## src/rtl/lut_ram_pkg.sv

```systemverilog
package lut_ram_pkg;

  typedef enum logic {
    ORG_NARROW = 1'b0,
    ORG_WIDE   = 1'b1
  } org_e;

  // three-input lookup: index is {spare, upper, lower}
  function automatic logic tt3_eval(input logic [7:0] tt, input logic s,
                                    input logic u, input logic l);
    logic [2:0] idx;
    idx = {s, u, l};
    return tt[idx];
  endfunction

endpackage

```

## src/rtl/lut_rst_sync.sv

```systemverilog
module lut_rst_sync (
  input  logic clk,
  input  logic rst_n,
  output logic rst_ni
);
  logic [1:0] sync_q;

  always_ff @(posedge clk or negedge rst_n) begin
    if (!rst_n) sync_q <= 2'b00;
    else        sync_q <= {sync_q[0], 1'b1};
  end

  assign rst_ni = sync_q[1];
endmodule

```

## src/rtl/lut_table16.sv

```systemverilog
module lut_table16 #(
  parameter int               AW       = 4,
  parameter int               DEPTH    = 1 << AW,
  parameter logic [DEPTH-1:0] INIT     = '0,
  parameter bit               NEG_EDGE = 1'b0
) (
  input  logic             clk,
  input  logic             rst_ni,
  input  logic             wen,
  input  logic [AW-1:0]    addr,
  input  logic             wdata,
  output logic             rdata,
  output logic [DEPTH-1:0] bits
);
  logic [DEPTH-1:0] mem_q;
  logic [DEPTH-1:0] mem_d;

  always_comb begin
    mem_d = mem_q;
    if (wen) mem_d[addr] = wdata;
  end

  generate
    if (NEG_EDGE) begin : g_fall
      always_ff @(negedge clk or negedge rst_ni) begin
        if (!rst_ni) mem_q <= INIT;
        else         mem_q <= mem_d;
      end
    end else begin : g_rise
      always_ff @(posedge clk or negedge rst_ni) begin
        if (!rst_ni) mem_q <= INIT;
        else         mem_q <= mem_d;
      end
    end
  endgenerate

  assign rdata = mem_q[addr];
  assign bits  = mem_q;
endmodule

```

## src/rtl/lut_oreg.sv

```systemverilog
module lut_oreg #(
  parameter int W        = 2,
  parameter bit NEG_EDGE = 1'b0
) (
  input  logic         clk,
  input  logic         rst_ni,
  input  logic [W-1:0] d,
  output logic [W-1:0] q
);
  logic [W-1:0] q_r;

  generate
    if (NEG_EDGE) begin : g_fall
      always_ff @(negedge clk or negedge rst_ni) begin
        if (!rst_ni) q_r <= '0;
        else         q_r <= d;
      end
    end else begin : g_rise
      always_ff @(posedge clk or negedge rst_ni) begin
        if (!rst_ni) q_r <= '0;
        else         q_r <= d;
      end
    end
  endgenerate

  assign q = q_r;
endmodule

```

## src/rtl/lut_ram_cell.sv

```systemverilog
module lut_ram_cell #(
  parameter int               AW       = 4,
  parameter int               DEPTH    = 1 << AW,
  parameter logic [DEPTH-1:0] INIT_LO  = '0,
  parameter logic [DEPTH-1:0] INIT_HI  = '0,
  parameter bit               WR_NEG   = 1'b0,
  parameter bit               OREG_OPP = 1'b0
) (
  input  logic          clk,
  input  logic          rst_n,
  input  logic          mode_wide,
  input  logic          we,
  input  logic [AW-1:0] addr,
  input  logic          d0,
  input  logic          d1,
  input  logic          spare,
  input  logic [7:0]    h_tt,
  output logic          f_out,
  output logic          g_out,
  output logic          h_out,
  output logic          fq,
  output logic          gq
);
  import lut_ram_pkg::*;

  localparam bit OREG_NEG = WR_NEG ^ OREG_OPP;

  logic             rst_ni;
  org_e             org;
  logic             wen_lo, wen_hi;
  logic             wd_hi;
  logic             rd_lo, rd_hi;
  logic [DEPTH-1:0] lo_bits, hi_bits;
  logic [1:0]       oreg_q;

  lut_rst_sync u_rst (
    .clk    (clk),
    .rst_n  (rst_n),
    .rst_ni (rst_ni)
  );

  assign org = org_e'(mode_wide);

  // write steering: in wide mode d1 is the half select
  always_comb begin
    wen_lo = we;
    wen_hi = we;
    wd_hi  = d1;
    if (org == ORG_WIDE) begin
      wen_lo = we & ~d1;
      wen_hi = we &  d1;
      wd_hi  = d0;
    end
  end

  lut_table16 #(.AW(AW), .DEPTH(DEPTH), .INIT(INIT_LO), .NEG_EDGE(WR_NEG)) u_lo (
    .clk    (clk),
    .rst_ni (rst_ni),
    .wen    (wen_lo),
    .addr   (addr),
    .wdata  (d0),
    .rdata  (rd_lo),
    .bits   (lo_bits)
  );

  lut_table16 #(.AW(AW), .DEPTH(DEPTH), .INIT(INIT_HI), .NEG_EDGE(WR_NEG)) u_hi (
    .clk    (clk),
    .rst_ni (rst_ni),
    .wen    (wen_hi),
    .addr   (addr),
    .wdata  (wd_hi),
    .rdata  (rd_hi),
    .bits   (hi_bits)
  );

  always_comb begin
    f_out = rd_lo;
    if (org == ORG_WIDE && d1) f_out = rd_hi;
  end

  assign g_out = rd_hi;
  assign h_out = tt3_eval(h_tt, spare, g_out, f_out);

  lut_oreg #(.W(2), .NEG_EDGE(OREG_NEG)) u_oreg (
    .clk    (clk),
    .rst_ni (rst_ni),
    .d      ({g_out, f_out}),
    .q      (oreg_q)
  );

  assign fq = oreg_q[0];
  assign gq = oreg_q[1];
endmodule

```

## config.mk

```make
export PLATFORM = sky130hd
export DESIGN_NAME = lut_ram_cell
export DESIGN_NICKNAME = d
export VERILOG_FILES = /design/src/rtl/lut_ram_pkg.sv /design/src/rtl/lut_rst_sync.sv /design/src/rtl/lut_table16.sv /design/src/rtl/lut_oreg.sv /design/src/rtl/lut_ram_cell.sv
export SDC_FILE = /design/constraint.sdc
export NUM_CORES = 1
export LEC_CHECK = 0
export ABC_AREA = 1
export BUFFER_PORTS_ARGS = -buffer_cell sky130_fd_sc_hd__buf_2
export CAP_MARGIN = 0
export CORE_UTILIZATION = 50
export DETAILED_ROUTE_END_ITERATION = 10
export PLACE_DENSITY = 0.78
export REMOVE_ABC_BUFFERS = 1
export SYNTH_ARGS = -nofsm -noshare
export SYNTH_HDL_FRONTEND = slang
export SYNTH_SLANG_ARGS = --single-unit
```

## constraint.sdc

```tcl
create_clock -name clk -period 4 [get_ports clk]
set_input_delay 0.8 -clock clk [delete_from_list [all_inputs] [get_ports clk]]
set_output_delay 0.8 -clock clk [all_outputs]
set_load 0.02 [all_outputs]
```

==> results.tsv, run 1 <==
stage	metric	value	unit
timing	min_period	3.17	ns
synthesis	yosys_warnings	0	
clock_tree	cts-root-buf	clkbuf_8	
timing	skew	0.00282	ns
clock_tree	cts_htree_levels	2	
synthesis	synth_top_area_share	47.4	%
drt	drcViolationCount	0	
placed_design	io_buffers	23	
cells_and_area	fillers	357	
floorplanning	rows	22	
grt	grt_pass1_wl	7.55	mm
power	p_seq_share	51.0	%
hold_path	hold_path_class	reg -> async	
drt	vias	1746	
grt	grtUsageTotal	24.3	%
grt	grt_pass1_vias	1612	
cells_and_area	nets	292	
run	max_cap_violations	0	
synthesis	avgSynthCellArea	7.48	sq um
setup_path	worst_setup_path_end_kind	output pin	
clock_tree	cts.path.max_buffers	2	
power	p_total	994	uW
timing	tightest_slew	1.24	ns
synthesis	syn_inst	254	
cells_and_area	drive_above_1_share	14.3	%
timing	rsz0062_at_grt	false	
setup_path	worstSetupPathType	in -> out	
placed_design	placed_cell_area	0.00203	sq mm
drt	ant_nets	0	
cells_and_area	stdcell_area	0.00211	sq mm
drt	via_per_inst	5.44	
clock_tree	cts_made_buffers	5	
synthesis	synth_top_area_cell	dfrtp_1	
drt	initialDrtViolationCount	179	
timing	timing.fmax	315	MHz
grt	grt_util_met3	4.89	%
timing	whs	0.260	ns
timing	setup-violations-final	0	
clock_tree	post_cts_buffers	0	
power	vdd_drop_max	271	uV
timing	fin_setup_tns	0	ns
floorplanning	coreArea	0.00366	sq mm
synthesis	synthAdderAreaFrac	0	%
timing	slew_viol_final	0	
floorplanning	die_area	0.00405	sq mm
drt	routed_wl	4.33	mm
floorplanning	io_pins	24	
drt	firstDrtPassIters	4	
grt	overflow	0	
power	swShare	32.6	%
grt	grt_max_degree	35	
synthesis	yosysUniqueCellTypes	19	
placed_design	place.gp.congestion	0.913	
grt	top_usage_layer	met2	
grt	met2_usage	38.0	%
power	clock_power_share	23.9	%
placed_design	dp_hpwl	2.92	mm
floorplanning	initial_core_util	51.9	%
status	status	complete, no violations	
power	p_int	670	uW
clock_tree	clock-sinks	36	
clock_tree	cts.clk_slew.worst_paths	0.06	ns
floorplanning	die_x	63.6	um
clock_tree	cts.repair.resized	0	
grt	antenna_found_initial	0	
clock_tree	clock_latency	0.29	ns
power	power.leakage	1.06	nW
synthesis	synth_area	0.00190	sq mm
synthesis	synth-seq-cells	36	
drt	wl_per_cell	13.5	um
floorplanning	die_y	63.6	um
setup_path	crit_arrival	2.37	ns
placed_design	dp_cells	314	
timing	finalHoldViolations	0	
power	powerDensity	472	mW/mm^2
clock_tree	cts_tree	built	
cells_and_area	final-instance-count-excl-fill	321	
setup_path	crit_fanout	11	
synthesis	synth_xor_area_share	0	%
synthesis	seq_area_frac_synth	47.4	%
synthesis	yosys.area_share.simple	23.9	%
synthesis	synth_area_leaders	dfrtp_1, nand2_1, a31oi_1	
power	p_comb_share	25.1	%
grt	met1_usage	32.7	%
setup_path	critPathLaunchType	input port	
synthesis	synthMuxAreaShare	2.31	%
timing	fin_crit_sh	79.3	%
synthesis	synth-compound-area-share	19.8	%
synthesis	synth_top_family_by_area	simple AND/OR/NAND/NOR gates	
cells_and_area	diodes	0	
cells_and_area	area_growth	10.9	%
setup_path	cp.required	3.20	ns
clock_tree	cts_hold_buf	0	
timing	slew_headroom	16.6	%
power	power.switching	324	uW
[path summary, 6_finish.rpt]
path                                 startpoint         endpoint  slack (ns)  cells past startpoint
worst max-delay path                    addr[1]            h_out        0.83                     15
worst min-delay path            u_rst.sync_q[1]    u_hi.bits[15]        0.26                      1
worst max register to register     u_hi.bits[4]      u_oreg.q[0]        2.79                     10
worst min register to register  u_rst.sync_q[1]    u_hi.bits[15]        0.26                      1
max in group asynchronous       u_rst.sync_q[1]    u_hi.bits[13]        3.42                      1
min in group clk                u_rst.sync_q[0]  u_rst.sync_q[1]        0.35                      0
[worst max-delay path, cell delays in order]
cell,delay [ns]
buf_2,0.21
inv_1,0.22
nor2_1,0.23
nand2_1,0.08
nand2_1,0.06
nor2_1,0.04
nor2_1,0.10
nor2_1,0.06
nand2_1,0.10
nand2_1,0.09
inv_2,0.07
nand2_1,0.05
nand2_1,0.06
nand2_1,0.04
buf_2,0.15
[per-stage QoR]
step	worst slack [ns]	utilization [%]
final	0.828	57.6
after global placement	0.893	55.4
after CTS	0.833	57.6
after detailed placement	0.838	55.4
after floorplan	1.33	-
after global routing	0.625	57.6
[registers in the layout (all words and copies together), names as in the netlist]
name	cells
u_hi.bits	16
u_lo.bits	16
u_oreg.q	2
u_rst.sync_q	2
[cells in the mapped netlist]
master,number
a21oi_1,33
a31oi_1,32
buf_2,4
buf_4,1
buf_6,1
clkbuf_1,7
clkinv_1,1
conb_1,1
dfrtp_1,36
inv_1,12
inv_2,2
mux2_2,3
mux2i_1,1
nand2_1,85
nand3_1,5
nand4_1,1
nor2_1,26
nor2_2,1
o21ai_1,2
[layout make-up]
class / count / area [sq um] / area share [%]
Sequential cell: 36 / 901 / 42.8
Multi-Input combinational cell: 190 / 882 / 41.9
Timing Repair Buffer: 25 / 130 / 6.18
Clock buffer: 6 / 72.6 / 3.44
Tap cell: 48 / 60.1 / 2.85
Inverter: 15 / 56.3 / 2.67
Clock inverter: 1 / 5.00 / 0.238
[cells in the final DEF (no fill, tap or decap), drive strengths merged, types with 3 or more instances in the layout]
cell type and count:
dfrtp 36, inv 14, clkbuf 6, a21oi 33
nand3 5, a31oi 32, buf 25, mux2 3
nor2 27, nand2 85
[power groups by stage]
stage          sequential, mW  clock (mW)  combinational [mW]
3_3_place_gp            0.512           0               0.242
4_1_cts                 0.506       0.246               0.250
5_1_grt                 0.517       0.259               0.291
6_report                0.507       0.237               0.249
2_1_floorplan           0.503           0               0.179
3_5_place_dp            0.511           0               0.250
[routing by layer]
metal  vias to the layer above  share of wire [%]
li1                        887                  -
met1                       803                 45
met2                        48                 48
met3                         8                5.7
met4                         0                2.0
met5                         -                  0
[logic make-up (layout without fill, tap and decap cells)]
logic type,count (synthesis),in the layout
buf+inv,28,47
compound gates,67,67
flops,36,36
other cells,1,1
mux,4,4
simple gates,118,118
No activity file was read; power rests on OpenSTA's default activity.
==> run 2: changes to the inputs <==
--- a/config.mk
+++ b/config.mk
@@ -5,12 +5,12 @@
 export SDC_FILE = /design/constraint.sdc
 export NUM_CORES = 1
 export LEC_CHECK = 0
-export ABC_AREA = 1
+export ABC_AREA = 0
 export BUFFER_PORTS_ARGS = -buffer_cell sky130_fd_sc_hd__buf_2
 export CAP_MARGIN = 0
 export CORE_UTILIZATION = 50
 export DETAILED_ROUTE_END_ITERATION = 10
-export PLACE_DENSITY = 0.78
+export PLACE_DENSITY = 0.81
 export REMOVE_ABC_BUFFERS = 1
 export SYNTH_ARGS = -nofsm -noshare
 export SYNTH_HDL_FRONTEND = slang
==> constraint.sdc (replaced) <==
create_clock -name clk -period 2.8 [get_ports clk]
set_input_delay 0.56 -clock clk [delete_from_list [all_inputs] [get_ports clk]]
set_output_delay 0.56 -clock clk [all_outputs]
set_load 0.02 [all_outputs]
==> run 2 against run 1 <==
Effect of this change:
- first-iteration DRC count is 56% lower
- clock skew rose by 0.0058 ns
- clock power rose by 60%
- wire length shrank 6.0%
- global-route usage decreased by 2.7 points
- non-clock buffer count increased by 6
- synthesized cell count shrank 39%
- critical path depth shrank 7
- sequential cell count did not move
- largest cell class is now multi-input combinational cells
==> results.tsv, run 2 <==
stage	metric	value	unit	change
synthesis	seq_area_frac_synth	47.5	%	+0.094 points
drt	routed_wl	4.07	mm	-6.0%
grt	grtUsageTotal	21.7	%	-2.7 points
floorplanning	rows	22		unchanged
timing	fin_crit_sh	98.5	%	
drt	routed-wl-met3	270	um	+8.4%
timing	rsz0062_at_grt	true		
synthesis	synth_top_area_cell	dfrtp_1		
floorplanning	coreArea	0.00366	sq mm	unchanged
setup_path	crit_buf_inv	3		-1
cells_and_area	multi_input_area	938	sq um	+6.4%
synthesis	ys_top_cells_by_count	dfrtp_1, mux2_2, nand2_1, clkbuf_1, mux2i_1		
floorplanning	die_x	63.6	um	-0.10%
clock_tree	cts-root-buf	clkbuf_8		
setup_path	cpMaxStageDelayCell	mux4_2		
floorplanning	io_pins	24		unchanged
setup_path	cp.required	2.24	ns	-0.96 ns
clock_tree	cts_made_buffers	5		unchanged
synthesis	yosysUniqueCellTypes	27		+8
clock_tree	cts.clk_slew.worst_paths	0.06	ns	about the same
synthesis	synth_ff_type	dfrtp_1		
cells_and_area	final_common_cell	dfrtp_1		
floorplanning	initial_core_util	51.8	%	-0.10 points
setup_path	reg2reg_depth	3		-7
clock_tree	cts_tree	built		
synthesis	synth-seq-cells	36		unchanged
timing	fin_ws	0.0423	ns	-0.785 ns
cells_and_area	nets	203		-30%
placed_design	placed_cell_area	0.00208	sq mm	+2.6%
cells_and_area	diodes	0		unchanged
synthesis	synth_top_area_share	47.5	%	+0.094 points
drt	wl_per_cell	17.5	um	+30%
cells_and_area	final-seq-area	901	sq um	unchanged
cells_and_area	stdcell_area	0.00221	sq mm	+4.9%
drt	vias	1374		-21%
cells_and_area	area_growth	16.6	%	
synthesis	synth_most_common_cell	dfrtp_1		
clock_tree	cts_hold_buf	0		unchanged
timing	setup-violations-final	0		unchanged
setup_path	crit_fanout	7		-4
synthesis	avgSynthCellArea	12.2	sq um	+64%
timing	timing.fmax	363	MHz	
timing	slew_viol_final	0		unchanged
timing	finalHoldViolations	0		unchanged
synthesis	synth_area_leaders	dfrtp_1, mux2_2, mux4_1		
setup_path	slowest_delay	0.52	ns	+0.29 ns
power	power.leakage	0.979	nW	-7.9%
clock_tree	clock-sinks	36		unchanged
timing	slew_headroom	64.1	%	+47 points
power	clock_power_share	25.9	%	+2.0 points
synthesis	yosys_warnings	0		unchanged
placed_design	pre_cts_slack	-0.228	ns	-1.07 ns
grt	grt_pass1_wl	6.57	mm	-13%
grt	grt_max_degree	35		unchanged
setup_path	cp_top_family	multiplexers		
drt	top_layer	met4		
synthesis	synth_edf_count	0		unchanged
power	power.switching	407	uW	+26%
setup_path	crit_arrival	2.20	ns	-0.17 ns
grt	grt_pass1_vias	1391		-14%
clock_tree	cts_htree_levels	2		unchanged
clock_tree	clock_latency	0.29	ns	about the same
setup_path	worst_setup_path_end_kind	output pin		
drt	initialDrtViolationCount	78		-56%
timing	skew	0.00862	ns	+0.00581 ns
synthesis	syn_inst	155		-39%
drt	wl_met1	1.61	mm	-17%
setup_path	critPathLaunchType	input port		
status	status	complete, no violations		
cells_and_area	final_cell_mix	dfrtp_1, mux2_2, nand2_1, buf_2, mux4_2		
grt	antenna_found_initial	0		unchanged
floorplanning	die_area	0.00404	sq mm	-0.20%
setup_path	cpMostUsedCell	buf_6		
setup_path	rrSetupSlack	1.05	ns	-1.74 ns
clock_tree	cts.path.max_buffers	2		unchanged
drt	drcViolationCount	0		unchanged
placed_design	place.gp.congestion	0.926		+1.4%
synthesis	synth_area	0.00190	sq mm	-0.20%
setup_path	cp_cell_sequence	buf_12 -> mux4_2 -> a22oi_2 -> nand4_2 -> buf_6 -> mux2i_2 -> a22o_1 -> buf_6		
power	p_seq_share	48.6	%	-2.4 points
cells_and_area	fillers	289		-19%
clock_tree	post_cts_buffers	0		unchanged
setup_path	reg2reg_to	u_oreg.q[0]		
power	p_int	1.06	mW	+57%
drt	firstDrtPassIters	4		unchanged
timing	tightest_slew	0.538	ns	-0.705 ns
power	p_total	1.46	mW	+47%
hold_path	hold_path_class	in -> async		
setup_path	r2r_start	u_hi.bits[11]		
floorplanning	die_y	63.6	um	-0.10%
power	vdd_drop_max	345	uV	+27%
drt	ant_nets	0		unchanged
synthesis	synthArstFlopShare	100	%	unchanged
power	powerDensity	661	mW/mm^2	+40%
timing	min_period	2.76	ns	
drt	wl_met2	2.07	mm	+0.49%
placed_design	io_buffers	23		unchanged
cells_and_area	drive_above_1_share	43.8	%	+29 points
grt	overflow	0		unchanged
setup_path	worstSetupPathType	in -> out		
drt	via_per_inst	5.90		+8.4%
power	swShare	27.9	%	-4.7 points
run	max_cap_violations	0		unchanged
placed_design	dp_hpwl	2.88	mm	-1.2%
power	p_comb_share	25.5	%	+0.4 points
## run 2: changes by cell type after synthesis, moves of 5 or more
cell,delta
mux2_2,+30
inv_1,-11
a31oi_1,-31
nand2_1,-54
a21oi_1,-33
mux2i_1,+5
mux4_1,+5
nor2b_1,+5
nor2_1,-22
## run 2: logic make-up after synthesis
| logic type | after synthesis | synth area share [%] |
|---|---|---|
| other | 1 | 0.198 |
| flip-flops | 36 | 47.5 |
| multiplexers | 47 | 33.3 |
| AND/OR/NAND/NOR | 54 | 13.5 |
| AO/OA/AOI/OAI | 7 | 3.17 |
| buffers and inverters | 10 | 2.38 |
## run 2: metal layers
layer	global-route usage, %	up-vias
li1	-	610
met1	25.6	682
met2	35.8	67
met3	7.25	15
met4	9.38	0
met5	0	-
## run 2: cell type report
class | count | share of cell area, %
Clock buffer | 8 | 4.07
Inverter | 1 | 0.170
Multi-Input combinational cell | 109 | 42.4
Sequential cell | 36 | 40.7
Tap cell | 48 | 2.72
Timing Repair Buffer | 31 | 9.85
## run 2: worst max-delay path by stage
stage	from	to	slack, ns	depth (start not counted)
final	addr[0]	h_out	0.04	8
after global routing	addr[0]	h_out	-0.009	8
after CTS	addr[0]	h_out	0.003	6
after detailed placement	addr[0]	h_out	-0.23	6
after global placement	addr[0]	h_out	-0.16	6
after floorplan	addr[0]	h_out	0.17	4
## run 2: power by group through the flow
stage / Clock (mW) / Sequential, mW / Combinational [mW]
after detailed placement: 0 / 0.713 / 0.353
after global routing: 0.406 / 0.721 / 0.404
after floorplan: 0 / 0.703 / 0.236
after CTS: 0.382 / 0.705 / 0.358
after global placement: 0 / 0.704 / 0.332
final: 0.379 / 0.710 / 0.373
## run 2: metrics by stage
| step | cells | hold WS, ns | utilization [%] | setup TNS (ns) |
|---|---|---|---|---|
| floorplan | 146 | 0.264 | - | 0 |
| global placement | 224 | 0.271 | 56.9 | -0.243 |
| detailed placement | 224 | 0.284 | 56.9 | -0.394 |
| CTS | 232 | 0.0415 | 59.5 | 0 |
| global route | 233 | 0.0403 | 60.4 | -0.00865 |
| finish | 233 | 0.0436 | 60.4 | 0 |
## run 2: what timing repair did
item	CTS	global route
gates resized for setup	6	6
cloned	0	1
endpoints found under the setup margin	2	1
pin swaps	2	4
## run 2: worst reg2reg max path, cell delays in order (launching register included)
cell and delay, ns:
dfrtp_1 0.40, mux4_2 0.48, mux4_2 0.52, o21a_1 0.23
